File: src/rtl/pmu_pkg.sv
package pmu_pkg;
  localparam int ADDR_W = 4;
  localparam int DATA_W = 32;

  localparam logic [ADDR_W-1:0] A_CTRL   = 4'h0;
  localparam logic [ADDR_W-1:0] A_EN_SET = 4'h1;
  localparam logic [ADDR_W-1:0] A_EN_CLR = 4'h2;
  localparam logic [ADDR_W-1:0] A_IE_SET = 4'h3;
  localparam logic [ADDR_W-1:0] A_IE_CLR = 4'h4;
  localparam logic [ADDR_W-1:0] A_OVF    = 4'h5;
  localparam logic [ADDR_W-1:0] A_SWINC  = 4'h6;
  localparam logic [ADDR_W-1:0] A_SEL    = 4'h7;
  localparam logic [ADDR_W-1:0] A_EVCNT  = 4'h8;
  localparam logic [ADDR_W-1:0] A_EVTYPE = 4'h9;
  localparam logic [ADDR_W-1:0] A_CYCCNT = 4'hA;

  // control bit positions
  localparam int CB_EN    = 0;
  localparam int CB_CLRE  = 1;
  localparam int CB_CLRC  = 2;
  localparam int CB_DIV   = 3;
  localparam logic [5:0] CTRL_KEEP = 6'b111001;

  // type register layout
  localparam logic [DATA_W-1:0] TYPE_KEEP = 32'hC800_03FF;
  localparam int TB_NO_L1 = 31;
  localparam int TB_NO_L0 = 30;
  localparam int TB_ON_L2 = 27;
  localparam int EVNUM_W  = 10;
  localparam logic [EVNUM_W-1:0] EV_SOFT  = 10'h000;
  localparam logic [EVNUM_W-1:0] EV_CLOCK = 10'h011;

  localparam int CYC_BIT = 31;
  localparam int PRESC_W = 6;
  localparam int SEL_W   = 5;
endpackage

File: src/rtl/pmu_priv_filter.sv
module pmu_priv_filter (
  input  logic [1:0] priv_lvl,
  input  logic       no_l0,
  input  logic       no_l1,
  input  logic       on_l2,
  output logic       allow
);
  always_comb begin
    unique case (priv_lvl)
      2'd0:    allow = !no_l0;
      2'd1:    allow = !no_l1;
      2'd2:    allow = on_l2;
      default: allow = 1'b1;
    endcase
  end
endmodule

File: src/rtl/pmu_event_counter.sv
module pmu_event_counter
  import pmu_pkg::*;
#(
  parameter int EVT_W = 32
) (
  input  logic              clk,
  input  logic              rst_n,
  input  logic              run,        // global and per-counter enable
  input  logic [1:0]        priv_lvl,
  input  logic [EVT_W-1:0]  event_in,
  input  logic              soft_inc,
  input  logic              clear_all,
  input  logic              wr_count,
  input  logic              wr_type,
  input  logic [DATA_W-1:0] wdata,
  output logic [DATA_W-1:0] count_q,
  output logic [DATA_W-1:0] type_q,
  output logic              wrap
);
  localparam int IDX_W = (EVT_W > 1) ? $clog2(EVT_W) : 1;

  logic [EVNUM_W-1:0] evnum;
  logic               hw_hit;
  logic               sw_hit;
  logic               allow;
  logic               bump;

  assign evnum = type_q[EVNUM_W-1:0];

  pmu_priv_filter u_filter (
    .priv_lvl (priv_lvl),
    .no_l0    (type_q[TB_NO_L0]),
    .no_l1    (type_q[TB_NO_L1]),
    .on_l2    (type_q[TB_ON_L2]),
    .allow    (allow)
  );

  always_comb begin
    if (evnum == EV_CLOCK)
      hw_hit = 1'b1;
    else if (evnum != EV_SOFT && int'(evnum) < EVT_W)
      hw_hit = event_in[evnum[IDX_W-1:0]];
    else
      hw_hit = 1'b0;
  end

  assign sw_hit = (evnum == EV_SOFT) && soft_inc;
  assign bump   = run && allow && (hw_hit || sw_hit);
  assign wrap   = bump && !clear_all && !wr_count && (&count_q);

  always_ff @(posedge clk or negedge rst_n) begin
    if (!rst_n)          count_q <= '0;
    else if (clear_all)  count_q <= '0;
    else if (wr_count)   count_q <= wdata;
    else if (bump)       count_q <= count_q + 1'b1;
  end

  always_ff @(posedge clk or negedge rst_n) begin
    if (!rst_n)       type_q <= '0;
    else if (wr_type) type_q <= wdata & TYPE_KEEP;
  end
endmodule

File: src/rtl/pmu_cycle_counter.sv
module pmu_cycle_counter
  import pmu_pkg::*;
(
  input  logic              clk,
  input  logic              rst_n,
  input  logic              run,
  input  logic              div64,
  input  logic              clear,
  input  logic              wr_count,
  input  logic [DATA_W-1:0] wdata,
  output logic [DATA_W-1:0] count_q,
  output logic              wrap
);
  logic [PRESC_W-1:0] presc_q;
  logic               tick;

  assign tick = run && (!div64 || (&presc_q));
  assign wrap = tick && !clear && !wr_count && (&count_q);

  always_ff @(posedge clk or negedge rst_n) begin
    if (!rst_n)     presc_q <= '0;
    else if (clear) presc_q <= '0;
    else if (run)   presc_q <= presc_q + 1'b1;
  end

  always_ff @(posedge clk or negedge rst_n) begin
    if (!rst_n)        count_q <= '0;
    else if (clear)    count_q <= '0;
    else if (wr_count) count_q <= wdata;
    else if (tick)     count_q <= count_q + 1'b1;
  end
endmodule

File: src/rtl/perf_counter_unit.sv
module perf_counter_unit
  import pmu_pkg::*;
#(
  parameter int NUM_CNT = 4,
  parameter int EVT_W   = 32
) (
  input  logic              clk,
  input  logic              rst_n,
  input  logic [ADDR_W-1:0] reg_addr,
  input  logic              reg_wr,
  input  logic [DATA_W-1:0] reg_wdata,
  output logic [DATA_W-1:0] reg_rdata,
  input  logic [EVT_W-1:0]  event_in,
  input  logic [1:0]        priv_lvl,
  output logic              irq
);
  localparam logic [DATA_W-1:0] IMPL_MASK =
    (DATA_W'(1) << CYC_BIT) | ((DATA_W'(1) << NUM_CNT) - DATA_W'(1));
  localparam logic [4:0] NUM_FIELD = 5'(NUM_CNT);

  logic [5:0]        ctrl_q;
  logic [DATA_W-1:0] cnten_q, inten_q, ovf_q;
  logic [SEL_W-1:0]  sel_q;
  logic              ctrl_en, sel_ok;
  logic              wr_ctrl, clr_evt, clr_cyc;

  logic [DATA_W-1:0] evt_count [NUM_CNT];
  logic [DATA_W-1:0] evt_type  [NUM_CNT];
  logic [NUM_CNT-1:0] evt_wrap;
  logic [DATA_W-1:0] cyc_count;
  logic              cyc_wrap;
  logic [DATA_W-1:0] wrap_vec;
  logic [DATA_W-1:0] sel_count, sel_type;

  assign ctrl_en = ctrl_q[CB_EN];
  assign sel_ok  = int'(sel_q) < NUM_CNT;
  assign wr_ctrl = reg_wr && reg_addr == A_CTRL;
  assign clr_evt = wr_ctrl && reg_wdata[CB_CLRE];
  assign clr_cyc = wr_ctrl && reg_wdata[CB_CLRC];

  // control and mask registers
  always_ff @(posedge clk or negedge rst_n) begin
    if (!rst_n) begin
      ctrl_q  <= '0;
      cnten_q <= '0;
      inten_q <= '0;
      sel_q   <= '0;
    end else if (reg_wr) begin
      unique case (reg_addr)
        A_CTRL:   ctrl_q  <= reg_wdata[5:0] & CTRL_KEEP;
        A_EN_SET: cnten_q <= cnten_q | (reg_wdata & IMPL_MASK);
        A_EN_CLR: cnten_q <= cnten_q & ~reg_wdata;
        A_IE_SET: inten_q <= inten_q | (reg_wdata & IMPL_MASK);
        A_IE_CLR: inten_q <= inten_q & ~reg_wdata;
        A_SEL:    sel_q   <= reg_wdata[SEL_W-1:0];
        default:  ;
      endcase
    end
  end

  // overflow flags: a new wrap beats a same-cycle clear
  always_comb begin
    wrap_vec = '0;
    wrap_vec[NUM_CNT-1:0] = evt_wrap;
    wrap_vec[CYC_BIT]     = cyc_wrap;
  end

  always_ff @(posedge clk or negedge rst_n) begin
    if (!rst_n) ovf_q <= '0;
    else if (reg_wr && reg_addr == A_OVF)
      ovf_q <= (ovf_q & ~reg_wdata) | wrap_vec;
    else
      ovf_q <= ovf_q | wrap_vec;
  end

  assign irq = |(ovf_q & inten_q);

  // event counters
  for (genvar i = 0; i < NUM_CNT; i++) begin : g_cnt
    logic hit_sel;
    assign hit_sel = sel_ok && sel_q == SEL_W'(i);

    pmu_event_counter #(.EVT_W(EVT_W)) u_evt (
      .clk       (clk),
      .rst_n     (rst_n),
      .run       (ctrl_en && cnten_q[i]),
      .priv_lvl  (priv_lvl),
      .event_in  (event_in),
      .soft_inc  (reg_wr && reg_addr == A_SWINC && reg_wdata[i]),
      .clear_all (clr_evt),
      .wr_count  (reg_wr && reg_addr == A_EVCNT && hit_sel),
      .wr_type   (reg_wr && reg_addr == A_EVTYPE && hit_sel),
      .wdata     (reg_wdata),
      .count_q   (evt_count[i]),
      .type_q    (evt_type[i]),
      .wrap      (evt_wrap[i])
    );
  end

  pmu_cycle_counter u_cyc (
    .clk      (clk),
    .rst_n    (rst_n),
    .run      (ctrl_en && cnten_q[CYC_BIT]),
    .div64    (ctrl_q[CB_DIV]),
    .clear    (clr_cyc),
    .wr_count (reg_wr && reg_addr == A_CYCCNT),
    .wdata    (reg_wdata),
    .count_q  (cyc_count),
    .wrap     (cyc_wrap)
  );

  // selected-counter read window
  always_comb begin
    sel_count = '0;
    sel_type  = '0;
    for (int i = 0; i < NUM_CNT; i++) begin
      if (sel_q == SEL_W'(i)) begin
        sel_count = evt_count[i];
        sel_type  = evt_type[i];
      end
    end
  end

  always_comb begin
    unique case (reg_addr)
      A_CTRL:   reg_rdata = {16'b0, NUM_FIELD, 5'b0, ctrl_q};
      A_EN_SET, A_EN_CLR: reg_rdata = cnten_q;
      A_IE_SET, A_IE_CLR: reg_rdata = inten_q;
      A_OVF:    reg_rdata = ovf_q;
      A_SEL:    reg_rdata = {{(DATA_W-SEL_W){1'b0}}, sel_q};
      A_EVCNT:  reg_rdata = sel_count;
      A_EVTYPE: reg_rdata = sel_type;
      A_CYCCNT: reg_rdata = cyc_count;
      default:  reg_rdata = '0;
    endcase
  end
endmodule

File: config.mk
export PLATFORM = sky130hd
export DESIGN_NAME = perf_counter_unit
export DESIGN_NICKNAME = d
export VERILOG_FILES = /design/src/rtl/pmu_pkg.sv /design/src/rtl/pmu_priv_filter.sv /design/src/rtl/pmu_event_counter.sv /design/src/rtl/pmu_cycle_counter.sv /design/src/rtl/perf_counter_unit.sv
export SDC_FILE = /design/constraint.sdc
export NUM_CORES = 1
export LEC_CHECK = 0
export BUFFER_PORTS_ARGS = -buffer_cell sky130_fd_sc_hd__buf_2
export CAP_MARGIN = 20
export CORE_ASPECT_RATIO = 0.5
export CORE_MARGIN = 5
export CORE_UTILIZATION = 51
export DETAILED_ROUTE_END_ITERATION = 8
export PLACE_DENSITY = 0.67
export SYNTH_ARGS = -nofsm -noshare
export SYNTH_HDL_FRONTEND = slang
export SYNTH_SLANG_ARGS = --single-unit
File: constraint.sdc
create_clock -name clk -period 3.24 [get_ports clk]
set_input_delay 0.648 -clock clk [delete_from_list [all_inputs] [get_ports clk]]
set_output_delay 0.648 -clock clk [all_outputs]
set_load 0.03 [all_outputs]
==> run summary, run 1 <==
Status = finished, violations left
Failing checks = setup timing
Utilization after layout = 61.1%
Post-route ant nets = 0
Worst-margin pin slew = 0.808 ns
Total die area = 0.0428 mm^2
Clock Path Buffers = 3
GRT Resource Usage Total = 33.6%
Initial DRC Count = 2,895
GP Congestion = 0.988
Layout cell share with drive strength beyond 1 = 23.2%
Die W = 288 um
Latest clock arrival within the worst-skew pair = 0.61 ns
Initial antenna violation count = 3
Largest family of logic cells by synthesized area = compound AO/OA/AOI/OAI gates
Peak supply drop = 0.442 mV
Cts bufs inserted = 31
Pwr Density = 553 mW/mm^2
Final setup violation count = 32
Synth Area in Compound Gates = 25.9%
# nets final = 2,239
P_leak = 9.39 nW
Number of vias per cell = 6.88
Crit-path max FO = 18
DRT Wirelength = 73,600 um
Post-Syn Area per Cell = 9.60 um^2
Port Buffer Count = 105
Post-route cell area = 0.0230 mm^2
Synth-to-layout area growth = 17.4%
Main synth FF type = dfrtp_1
Die H = 149 um
Synthesized area = 0.0196 mm^2
Overall power = 0.0128 W
Non-Filler Instances = 2,705
DRC = 0
Min cycle time layout = 3.49 ns
Post-synthesis net count = 2,124
Gr ovfl total = 0
Max Cap Violations = 0
Worst hold-check path type = primary input to asynchronous set/reset pin
Hold-fix buffers, CTS = 0
Clk sinks = 323
Number of fill cells in the layout = 3,213
Core area = 0.0377 mm^2
PnR worst setup slack = -0.254 ns
Root Buffer = clkbuf_16
Unrepaired setup endpoints after global routing = true
Top Ports = 106
WL per Instance = 27.2 um
Multiplexer share of the synthesized area = 7.28%
Max Clk Rate = 0.286 GHz
Dpl hpwl = 52,900 um
Via count = 18,600
Synth Area in Simple Gates = 15.8%
Part of the Yosys area used for sequential elements = 41.2%
Xor and xnor area share after synthesis = 4.73%
First-pass GRT wire length = 111,000 um
Worst slack, placed = -0.0784 ns
Leading area contributor after synthesis = dfrtp_1
Vias in the first global route = 17,100
Yosys cell types = 107
Number of flops mapped to enable cells by yosys = 0
Mapped Cells = 2,045
Top cell type's share of synthesized area = 41.2%
Cell count after placement = 2,617
Slew HR = 46.1%
Synth top area cells = dfrtp_1 41%, o21ai_0 4.6%, a21oi_1 3.9%
Yosys warns = 0
Starting density of the core = 52.1%
Async S/R FF share, synth = 100%
Setup crit start kind = register
Yosys reg bits = 323
Max-slew violation count = 0
Final hold vios = 0
Commonest non-fill, non-tap cell in the layout = dfrtp_1
Diode count = 0
Commonest non-fill, non-tap cells in the layout = 317 x dfrtp_1, 175 x o21ai_0, 153 x a21oi_1
Worst-path clk slew = 0.07 ns
Adder-cell share of the synthesized area = 0.382%
WS Path Type = register to output port
CTS tree = yes
Worst Path Arrival = 2.85 ns
CTS H-Tree Depth = 1
CP Capture Type = output port
Setup Skew = 0.0335 ns
Pre-antenna DRT Iters = 8
Largest net degree at the start of global routing = 106
CP required = 2.59 ns
Placed standard-cell area = 0.0211 mm^2
Post-route clock period utilization = 108%
Rows = 50
final timing paths:
path,startpoint,endpoint,slack (ns),depth (start not counted)
max reg2reg,g_cnt[3].u_evt.type_q[0],g_cnt[3].u_evt.count_q[26],0.30,10
min,rst_n,g_cnt[1].u_evt.type_q[0],0.03,1
max,sel_q[3],reg_rdata[9],-0.25,7
max in group asynchronous,rst_n,u_cyc.count_q[26],2.36,2
min reg2reg,ctrl_q[4],ctrl_q[4],0.51,1
min in group clk,reg_wdata[24],ovf_q[24],0.46,2
repair_timing:
item | CTS | global route
pin swaps | 18 | 34
gates resized for setup | 89 | 42
endpoints found under the setup margin | 32 | 40
gates cloned | 2 | 1
buffers inserted | 18 | 10
Yosys cell counts, drive strengths merged (8+ instances only):
library cell	number
dfrtp	323
o21ai	186
a21oi	153
nand2	152
clkbuf	128
nor2	89
a21boi	85
xnor2	73
nand3	64
a222oi	56
mux2	55
nor3	52
and3	48
buf	46
nor4	41
o211ai	38
mux2i	33
xor2	33
a22oi	32
a221oi	30
nand4	30
a22o	23
mux4	21
and2	18
a31oi	16
and4	16
inv	16
a211oi	14
a311oi	13
o2111ai	12
o311ai	12
nor3b	11
a211o	9
nand3b	9
o22ai	8
flip-flops by register name, indices dropped and copies added, names as in the netlist, named ones only:
| register | cells |
|---|---|
| g_cnt.u_evt.count_q | 128 |
| g_cnt.u_evt.type_q | 52 |
| ovf_q | 32 |
| u_cyc.count_q | 32 |
| cnten_q | 27 |
| inten_q | 27 |
| u_cyc.presc_q | 6 |
| sel_q | 5 |
| ctrl_q | 4 |
final cells by class:
| type | instances | area, um^2 | area share, % |
|---|---|---|---|
| Clock inverter | 13 | 188 | 0.814 |
| Timing Repair Buffer | 257 | 2040 | 8.84 |
| Tap cell | 520 | 651 | 2.82 |
| Sequential cell | 323 | 8090 | 35.1 |
| Multi-Input combinational cell | 1531 | 11100 | 48.2 |
| Inverter | 16 | 60.1 | 0.261 |
| Clock buffer | 45 | 918 | 3.99 |
metal layers:
metal	track usage, %	up-vias	share of wire (%)
met3	11.3	125	15
met5	0	-	0
met4	4.87	0	1.8
met1	52.2	9177	43
met2	46.2	1203	40
li1	-	8104	-
worst max-delay path: stages, from the launching register on:
cell,delay (ns)
dfrtp_2,0.43
nor4_4,0.08
and2_4,0.20
buf_12,0.16
a222oi_1,0.66
o22ai_1,0.19
a211o_1,0.34
buf_6,0.16
power by group:
part / total (W) / internal (W) / switching (W)
sequential: 0.00559 / 0.00461 / 0.000975
clock: 0.00402 / 0.00229 / 0.00173
combinational: 0.00315 / 0.00138 / 0.00177
total: 0.0128 / 0.00828 / 0.00447
stage by stage:
step	hold WS, ns	TNS (ns)
finish	0.0285	-3.66
global route	0.0577	-4.53
CTS	0.0434	-3.97
detailed placement	0.494	-0.0784
global placement	0.485	-0.0753
floorplan	0.352	0
cells by family (layout without fill, tap and decap cells):
family / count (synthesis) / after routing
flops: 323 / 323
compound gates: 739 / 739
xor+xnor: 106 / 106
simple gates: 570 / 571
mux: 109 / 109
fa+ha+maj: 6 / 6
buf+inv: 192 / 331
Note: power is estimated with default switching activity, not from simulation.
==> run 2, diff against run 1 <==
- SETUP_SLACK_MARGIN: unset -> 0.1
==> run summary, run 2 (synthesis results as in run 1) <==
CP required = 2.59 ns
Final setup violation count = 32
Max Clk Rate = 0.290 GHz
GRT Resource Usage Total = 34.3%
Starting density of the core = 52.1%
Setup crit start kind = register
CTS H-Tree Depth = 1
CP Capture Type = output port
Delay of the slowest critical-path stage = 0.47 ns
Initial antenna violation count = 1
Placed standard-cell area = 0.0212 mm^2
Largest regs = g_cnt.u_evt.count_q: 128 flops, g_cnt.u_evt.type_q: 52 flops
WL per Instance = 27.5 um
Worst hold-check path type = primary input to register
WS Path Type = register to output port
Commonest non-fill, non-tap cell in the layout = dfrtp_1
Failing checks = setup timing
Slew HR = 38.6%
Layout cell share with drive strength beyond 1 = 23.6%
Post-route cell area = 0.0232 mm^2
Buf/Inv on CP = 3
CP top delay family = compound AO/OA/AOI/OAI gates
Initial DRC Count = 3,035
Pre-antenna DRT Iters = 9
Final hold slack = 0.480 ns
Top Ports = 106
Synth-to-layout area growth = 18.2%
Max Cap Violations = 0
Number of fill cells in the layout = 3,181
Dpl hpwl = 53,500 um
Post-route clock period utilization = 106%
PnR worst setup slack = -0.208 ns
Worst Path Arrival = 2.80 ns
Latest clock arrival within the worst-skew pair = 0.58 ns
Worst-path clk slew = 0.07 ns
Die W = 288 um
Clk sinks = 323
Multi-input gate area = 0.0111 mm^2
CP max stage cell = dfrtp_2
Vias in the first global route = 17,500
Commonest non-fill, non-tap cells in the layout = 316 x dfrtp_1, 176 x o21ai_0, 159 x buf_4
First-pass GRT wire length = 113,000 um
Setup Skew = 0.0135 ns
Core area = 0.0377 mm^2
Number of vias per cell = 6.92
Worst slack, placed = 0.0388 ns
Overall power = 0.0128 W
# nets final = 2,251
CTS tree = yes
Die H = 149 um
Clock Path Buffers = 3
Rows = 50
Unrepaired setup endpoints after global routing = true
Pwr Density = 550 mW/mm^2
Via count = 18,800
Final hold vios = 0
Largest net degree at the start of global routing = 112
P_leak = 9.49 nW
Total die area = 0.0428 mm^2
Biggest register = g_cnt.u_evt.count_q
Post-route ant nets = 0
Peak supply drop = 0.414 mV
Reg area = 0.00809 mm^2
Worst-margin pin slew = 0.921 ns
CP Cell Sequence = nor4_4 -> nor2b_4 -> buf_6 -> buf_16 -> a222oi_1 -> o22ai_1 -> a211o_1 -> buf_6
Cell mode on critical path = buf_6
Crit-path max FO = 6
DRC = 0
Root Buffer = clkbuf_16
Min cycle time layout = 3.45 ns
Max FFs per register = 128
Cts bufs inserted = 31
Status = finished, violations left
Gr ovfl total = 0
DRT Wirelength = 74,700 um
Max-slew violation count = 0
GP Congestion = 1.02
Port Buffer Count = 105
## run 2: cell count changes in the layout (fill, tap and decap cells not counted), moves of 2 or more
cell	delta
buf_4	+8
o21ai_1	-2
dfrtp_2	+2
o22ai_1	-2
a22o_2	-3
clkinv_4	+2
a22o_4	+3
clkinv_2	-2
clkinvlp_4	-3
buf_12	-3
buf_16	+4
o22ai_2	+2
## run 2: report_power, final
| part | internal (W) | switching [W] | total [W] |
|---|---|---|---|
| logic | 0.00141 | 0.00178 | 0.00319 |
| clock network | 0.00230 | 0.00168 | 0.00398 |
| registers | 0.00461 | 0.000990 | 0.00560 |
| total | 0.00832 | 0.00445 | 0.0128 |
## run 2: worst paths after layout
path                                           from                         end  slack (ns)  depth (start not counted)
setup / recovery                           sel_q[1]               reg_rdata[27]       -0.21                          8
hold / removal                        reg_wdata[23]                 inten_q[23]        0.48                          2
setup reg to reg           g_cnt[1].u_evt.type_q[0]  g_cnt[1].u_evt.count_q[29]        0.23                          9
hold reg to reg            g_cnt[3].u_evt.type_q[5]    g_cnt[3].u_evt.type_q[5]        0.53                          1
max in group asynchronous                     rst_n           u_cyc.count_q[25]        1.78                          3
min in group asynchronous                     rst_n   g_cnt[0].u_evt.count_q[0]        0.53                          2
## run 2: repair_timing
action	CTS	global route
hold buffers	1	0
pin swaps	19	31
hold endpoints to repair	24	0
setup buffers	12	7
gates cloned	5	2
endpoints found under the setup margin	33	40
gates resized for setup	115	16
## run 2: through the flow
stage               utilization, %  TNS (ns)  instances
global placement              56.1         0       2632
detailed placement            56.1         0       2632
finish                        61.5     -3.11       2715
global route                  61.5     -5.07       2714
CTS                           61.0     -1.15       2705
floorplan                        -         0       2045
## run 2: area by class of cell
class	instances	share of cell area [%]
multi-input combinational	1530	47.9
antenna	1	0.0108
inverter	16	0.259
sequential	323	34.9
timing repair buffer	270	9.51
tap	520	2.80
clock buffer	45	4.00
clock inverter	10	0.695
## run 2: per-layer routing
metal,global-route usage (%),part of all wire (%),vias up
li1,-,-,8140
met1,52.7,43,9268
met2,47.3,40,1245
met3,10.9,15,124
met4,7.28,2.2,0
met5,0,0,-
